### config.mk
export PLATFORM = sky130hd
export DESIGN_NAME = line_zero_engine
export DESIGN_NICKNAME = d
export VERILOG_FILES = /design/src/rtl/lz_pkg.sv /design/src/rtl/lz_size_dec.sv /design/src/rtl/lz_resv_cmp.sv /design/src/rtl/lz_store_seq.sv /design/src/rtl/line_zero_engine.sv
export SDC_FILE = /design/constraint.sdc
export NUM_CORES = 1
export LEC_CHECK = 0
export BUFFER_PORTS_ARGS = -buffer_cell sky130_fd_sc_hd__buf_4
export CORE_UTILIZATION = 51
export CTS_CLUSTER_DIAMETER = 150
export DETAILED_ROUTE_END_ITERATION = 8
export MAX_ROUTING_LAYER = met4
export PLACE_DENSITY = 0.87
export SYNTH_ARGS = -nofsm -noshare
export SYNTH_HDL_FRONTEND = slang
export SYNTH_SLANG_ARGS = --single-unit
### constraint.sdc
create_clock -name clk -period 7.2 [get_ports clk]
set_clock_uncertainty 0.15 [all_clocks]
set_input_delay 2.16 -clock clk [delete_from_list [all_inputs] [get_ports clk]]
set_output_delay 2.16 -clock clk [all_outputs]
set_load 0.02 [all_outputs]
### src/rtl/lz_pkg.sv
package lz_pkg;
  typedef enum logic [1:0] {
    LZ_IDLE,
    LZ_CHECK,
    LZ_FILL,
    LZ_FINISH
  } lz_phase_e;

  // Opcode bit that marks the long form of the instruction
  localparam int unsigned LZ_OPC_LONG_BIT = 21;
  // Compatibility field value that selects the short block
  localparam logic [1:0] LZ_COMPAT_SHORT = 2'd1;
endpackage

### src/rtl/lz_size_dec.sv
module lz_size_dec #(
  parameter int unsigned MIN_LINE_LOG2    = 5,
  parameter int unsigned MAX_LINE_LOG2    = 7,
  parameter int unsigned COMPAT_LINE_LOG2 = 5,
  parameter int unsigned OPC_W            = 32,
  localparam int unsigned LOG_W = $clog2(MAX_LINE_LOG2 + 1)
) (
  input  logic [1:0]       line_sel,
  input  logic             compat_en,
  input  logic [1:0]       compat_mode,
  input  logic [OPC_W-1:0] opcode,
  output logic [LOG_W-1:0] size_log2
);
  import lz_pkg::*;

  localparam int unsigned SPAN = MAX_LINE_LOG2 - MIN_LINE_LOG2;

  logic force_short;

  always_comb begin
    force_short = compat_en && !opcode[LZ_OPC_LONG_BIT] && (compat_mode == LZ_COMPAT_SHORT);
    if (force_short) begin
      size_log2 = LOG_W'(COMPAT_LINE_LOG2);
    end else if (int'(line_sel) >= int'(SPAN)) begin
      size_log2 = LOG_W'(MAX_LINE_LOG2);
    end else begin
      size_log2 = LOG_W'(MIN_LINE_LOG2) + LOG_W'(line_sel);
    end
  end

  // The decoded size always lies in the supported range
  always_comb begin
    p_size_range_r1: assert (int'(size_log2) >= int'(MIN_LINE_LOG2) || int'(size_log2) == int'(COMPAT_LINE_LOG2))
      else $error("decoded size below range");
  end
endmodule

### src/rtl/lz_resv_cmp.sv
module lz_resv_cmp #(
  parameter int unsigned ADDR_W = 32
) (
  input  logic [ADDR_W-1:0] line_base,
  input  logic [ADDR_W-1:0] line_mask,
  input  logic [ADDR_W-1:0] rsv_addr,
  output logic              hit
);
  always_comb begin
    hit = ((rsv_addr & line_mask) == line_base);
  end
endmodule

### src/rtl/lz_store_seq.sv
module lz_store_seq #(
  parameter int unsigned ADDR_W        = 32,
  parameter int unsigned DATA_W        = 64,
  parameter int unsigned MAX_LINE_LOG2 = 7,
  localparam int unsigned LOG_W     = $clog2(MAX_LINE_LOG2 + 1),
  localparam int unsigned BEAT_B    = DATA_W / 8,
  localparam int unsigned BEAT_LOG2 = $clog2(BEAT_B)
) (
  input  logic              clk,
  input  logic              rst_n,
  input  logic              load,
  input  logic              beat_fire,
  input  logic [ADDR_W-1:0] line_base,
  input  logic [LOG_W-1:0]  size_log2,
  output logic [ADDR_W-1:0] beat_addr,
  output logic              last_beat
);
  logic [MAX_LINE_LOG2-1:0] offset_q;
  logic [MAX_LINE_LOG2:0]   span;

  always_ff @(posedge clk or negedge rst_n) begin
    if (!rst_n) begin
      offset_q <= '0;
    end else if (load) begin
      offset_q <= '0;
    end else if (beat_fire && !last_beat) begin
      offset_q <= offset_q + MAX_LINE_LOG2'(BEAT_B);
    end
  end

  always_comb begin
    span      = (MAX_LINE_LOG2 + 1)'(1) << size_log2;
    last_beat = ({1'b0, offset_q} == (span - (MAX_LINE_LOG2 + 1)'(BEAT_B)));
    beat_addr = line_base + ADDR_W'(offset_q);
  end

  // Beat addresses remain doubleword aligned
  p_beat_align_r3: assert property (@(posedge clk) disable iff (!rst_n)
    beat_fire |-> (beat_addr[BEAT_LOG2-1:0] == '0));
endmodule

### src/rtl/line_zero_engine.sv
module line_zero_engine #(
  parameter int unsigned ADDR_W           = 32,
  parameter int unsigned DATA_W           = 64,
  parameter int unsigned MIN_LINE_LOG2    = 5,
  parameter int unsigned MAX_LINE_LOG2    = 7,
  parameter int unsigned COMPAT_LINE_LOG2 = 5,
  parameter int unsigned OPC_W            = 32
) (
  input  logic              clk,
  input  logic              rst_n,
  input  logic              start_valid,
  output logic              start_ready,
  input  logic [ADDR_W-1:0] start_addr,
  input  logic [1:0]        line_sel,
  input  logic              compat_en,
  input  logic [1:0]        compat_mode,
  input  logic [OPC_W-1:0]  opcode,
  input  logic [ADDR_W-1:0] rsv_addr,
  output logic              rsv_kill,
  output logic              st_valid,
  input  logic              st_ready,
  output logic [ADDR_W-1:0] st_addr,
  output logic [DATA_W-1:0] st_data,
  output logic              done
);
  import lz_pkg::*;

  localparam int unsigned LOG_W = $clog2(MAX_LINE_LOG2 + 1);

  lz_phase_e         phase_q;
  logic [ADDR_W-1:0] base_q;
  logic [ADDR_W-1:0] mask_q;
  logic [LOG_W-1:0]  log2_q;
  logic [LOG_W-1:0]  dec_log2;
  logic [ADDR_W-1:0] dec_mask;
  logic              accept;
  logic              beat_fire;
  logic              last_beat;
  logic              resv_hit;

  lz_size_dec #(
    .MIN_LINE_LOG2   (MIN_LINE_LOG2),
    .MAX_LINE_LOG2   (MAX_LINE_LOG2),
    .COMPAT_LINE_LOG2(COMPAT_LINE_LOG2),
    .OPC_W           (OPC_W)
  ) u_size (
    .line_sel   (line_sel),
    .compat_en  (compat_en),
    .compat_mode(compat_mode),
    .opcode     (opcode),
    .size_log2  (dec_log2)
  );

  always_comb begin
    dec_mask    = ~((ADDR_W'(1) << dec_log2) - ADDR_W'(1));
    start_ready = (phase_q == LZ_IDLE);
    accept      = start_valid && start_ready;
    st_valid    = (phase_q == LZ_FILL);
    beat_fire   = st_valid && st_ready;
    done        = (phase_q == LZ_FINISH);
    st_data     = '0;
  end

  always_ff @(posedge clk or negedge rst_n) begin
    if (!rst_n) begin
      phase_q <= LZ_IDLE;
      base_q  <= '0;
      mask_q  <= '0;
      log2_q  <= '0;
    end else begin
      unique case (phase_q)
        LZ_IDLE: if (accept) begin
          phase_q <= LZ_CHECK;
          base_q  <= start_addr & dec_mask;
          mask_q  <= dec_mask;
          log2_q  <= dec_log2;
        end
        LZ_CHECK:  phase_q <= LZ_FILL;
        LZ_FILL:   if (beat_fire && last_beat) phase_q <= LZ_FINISH;
        LZ_FINISH: phase_q <= LZ_IDLE;
        default:   phase_q <= LZ_IDLE;
      endcase
    end
  end

  lz_resv_cmp #(.ADDR_W(ADDR_W)) u_resv (
    .line_base(base_q),
    .line_mask(mask_q),
    .rsv_addr (rsv_addr),
    .hit      (resv_hit)
  );

  assign rsv_kill = (phase_q == LZ_CHECK) && resv_hit;

  lz_store_seq #(
    .ADDR_W       (ADDR_W),
    .DATA_W       (DATA_W),
    .MAX_LINE_LOG2(MAX_LINE_LOG2)
  ) u_seq (
    .clk      (clk),
    .rst_n    (rst_n),
    .load     (accept),
    .beat_fire(beat_fire),
    .line_base(base_q),
    .size_log2(log2_q),
    .beat_addr(st_addr),
    .last_beat(last_beat)
  );

  // The reservation check precedes the first store beat
  p_kill_then_fill_r4: assert property (@(posedge clk) disable iff (!rst_n)
    rsv_kill |=> st_valid);

  // A stalled beat keeps its request and address
  p_fill_hold_r5: assert property (@(posedge clk) disable iff (!rst_n)
    (st_valid && !st_ready) |=> (st_valid && $stable(st_addr)));

  // Completion is a single-cycle strobe followed by idle
  p_done_single_r6: assert property (@(posedge clk) disable iff (!rst_n)
    done |=> (!done && start_ready));

  // Nothing is driven while the engine is idle
  p_idle_quiet_r7: assert property (@(posedge clk) disable iff (!rst_n)
    start_ready |-> !(st_valid || done || rsv_kill));
endmodule

==> results.sh <==
export IMPL_drive_gt1_frac=0.208
export IMPL_post_cts_buffers=0
export IMPL_ir_drop_uv=116
export IMPL_ys_types=50
export IMPL_avgViaCountPerCell=5.01
export IMPL_hold_depth=1
export IMPL_place_area_sq_um=4750
export IMPL_met2_usage=0.387
export IMPL_worst_pin_slew_ns=0.729
export IMPL_synth_top_family_by_area="simple AND/OR/NAND/NOR gates"
export IMPL_clock_latency_ns=0.31
export IMPL_syn_to_final_growth_pct=14.7
export IMPL_hold_violations=0
export IMPL_max_freq_mhz=162
export IMPL_final_util=0.616
export IMPL_path_max_fanout=3
export IMPL_drv_slew=0
export IMPL_detail_route_antenna_nets=0
export IMPL_finalCritPeriodShare=0.857
export IMPL_synth_adder_area_share=0.0386
export IMPL_worst_slack_ns=1.03
export IMPL_synth_simple_gate_area_share=0.272
export IMPL_n_antenna_cell=0
export IMPL_finalSetupViolCount=0
export IMPL_drtIter0Drc=168
export IMPL_synth_compound_area_frac=0.0716
export IMPL_synth_seq_cells=56
export IMPL_dp_slack_ns=1.08
export IMPL_post_drt_wl_per_cell_um=14.1
export IMPL_grt_pass1_vias=3248
export IMPL_cts_sinks=56
export IMPL_finalCriticalPeriod_ns=6.17
export IMPL_netlist_instances=503
export IMPL_hp_class="register to register"
export IMPL_finalWirelength_um=9840
export IMPL_critPathKind="primary input to primary output"
export IMPL_synth_edf_count=0
export IMPL_async_reset_ff_frac=1.00
export IMPL_yosys_most_used_dff="dfrtp_1"
export IMPL_place_hpwl_um=7570
export IMPL_place_congestion=0.874
export IMPL_final_instance_count_excl_fill=699
export IMPL_firstDrtPassIters=4
export IMPL_nFillCells=698
export IMPL_drc=0
export IMPL_yosysSeqAreaShare=0.333
export IMPL_row_count=32
export IMPL_place_inst=692
export IMPL_clk_pin_slew_worst_paths_ns=0.10
export IMPL_syn_mean_instance_area_sq_um=8.37
export IMPL_io_pins=205
export IMPL_synth_area_sq_um=4210
export IMPL_synth_area_leaders="dfrtp_1 33%, buf_4 12%, nand2_1 11%"
export IMPL_h_tree_depth=2
export IMPL_powerDensity_nw_per_um2=146
export IMPL_hold_buffers=0
export IMPL_grt_pass1_wl_um=15500
export IMPL_cap_violations=0
export IMPL_setup_tns_ns=0
export IMPL_outcome="completed"
export IMPL_portBuffers=107
export IMPL_synth_top_cell_area_share=0.333
export IMPL_slew_headroom=0.514
export IMPL_gr_max_usage_layer="met2"
export IMPL_grt_max_degree=57
export IMPL_die_x_um=92.9
export IMPL_final_cell_area_sq_um=4830
export IMPL_synth_xor_area_frac=0.119
export IMPL_synth_top_cell_by_area="dfrtp_1"
export IMPL_use_met1=0.302
export IMPL_cts_resized_gates=0
export IMPL_start_util=0.537
export IMPL_cts_root_buffer="clkbuf_8"
export IMPL_clockBufferDepth=2
export IMPL_rr_worst_depth=7
export IMPL_grt_overflow=0
export IMPL_layout_common_cells="129 x nand2_1, 110 x buf_4, 67 x conb_1, 56 x dfrtp_1, 35 x xnor2_1"
export IMPL_fp_dieH_um=92.9
export IMPL_antenna_found_initial=0
export IMPL_crit_path_start_kind="primary input"
export IMPL_tritoncts="yes"
export IMPL_crit_path_end_kind="primary output"
export IMPL_cts_buffers=5
export IMPL_nNetsFinal=715
export IMPL_core_area_sq_um=7850
export IMPL_final_common_cell="nand2_1"
export IMPL_vias=3499
export IMPL_synthMuxAreaShare=0.00238
export IMPL_grt_setup_unrepaired="false"
export IMPL_track_usage=0.238
export IMPL_p_leak_nw=2.61
export IMPL_cp_arrival_ns=3.86
export IMPL_cp_required_ns=4.89
export IMPL_ys_warn_count=0
export IMPL_grt_use_met3=0.0304
export IMPL_die_area_sq_um=8630
stage by stage:
stage          hold slack, ns  total power (W)
2_1_floorplan           0.296         0.000491
6_report                0.348         0.000706
5_1_grt                 0.378         0.000741
3_5_place_dp            0.326         0.000541
3_3_place_gp            0.309         0.000532
4_1_cts                 0.349         0.000708
Yosys cell counts, types with 2 or more instances:
cell type	number
a21o_1	3
a21oi_1	7
a22oi_1	5
a31oi_1	2
and2_1	8
and3_1	3
buf_4	68
buf_6	5
clkbuf_1	10
clkbuf_2	2
clkbuf_8	3
conb_1	2
dfrtp_1	56
ha_1	13
inv_1	8
nand2_1	129
nand2b_1	12
nand3_1	18
nand3b_1	9
nand4_1	9
nor2_1	15
nor2b_1	2
nor3_1	4
nor3_2	2
nor3b_2	2
nor4_1	5
o211ai_1	3
o21a_1	2
o21ai_0	13
o22ai_1	5
or3_1	4
xnor2_1	35
xor2_1	22
routing by layer:
metal	wire, um	part of all wire
met1	4170	0.42
met2	4820	0.49
met3	640	0.065
met4	218	0.022
met5	0	0
final timing paths:
| path | slack, ns | endpoint | startpoint |
|---|---|---|---|
| min reg2reg | 0.35 | mask_q[3] | mask_q[3] |
| max | 1.03 | rsv_kill | rsv_addr[19] |
| max reg2reg | 5.03 | base_q[6] | phase_q[0] |
| max in group asynchronous | 4.67 | log2_q[0] | rst_n |
| min in group asynchronous | 1.74 | base_q[14] | rst_n |
| min | 0.35 | mask_q[3] | mask_q[3] |
final cells by class:
type / count / area (sq um) / share of cell area
multi-input combinational: 416 / 2370 / 0.490
sequential: 56 / 1400 / 0.290
timing repair buffer: 110 / 826 / 0.171
tap: 102 / 128 / 0.0264
clock buffer: 6 / 72.6 / 0.0150
inverter: 8 / 30.0 / 0.00622
clock inverter: 1 / 5.00 / 0.00104
power breakdown:
part           internal (W)  switching [W]
combinational     0.0000797       0.000110
clock             0.0000666       0.000102
sequential         0.000325      0.0000227
total              0.000471       0.000235
state kept, by name (all words and copies together), names as in the netlist:
register / flops
log2_q: 3
base_q: 32
mask_q: 15
u_seq.offset_q: 4
phase_q: 2
cells by family (layout without fill, tap and decap cells):
family | Yosys count | count (layout)
buffers and inverters | 96 | 125
AO/OA/AOI/OAI | 47 | 47
other | 2 | 67
adder cells (fa/ha/maj) | 13 | 13
AND/OR/NAND/NOR | 231 | 231
flip-flops | 56 | 56
XOR/XNOR | 57 | 57
multiplexers | 1 | 1
worst max-delay path, cell delays in order:
cell     delay, ns
buf_4         0.12
xor2_1        0.13
o22ai_1       0.19
a22oi_1       0.11
or4_1         0.55
nor4_1        0.37
buf_4         0.23
(Power assumes the default switching activity.)
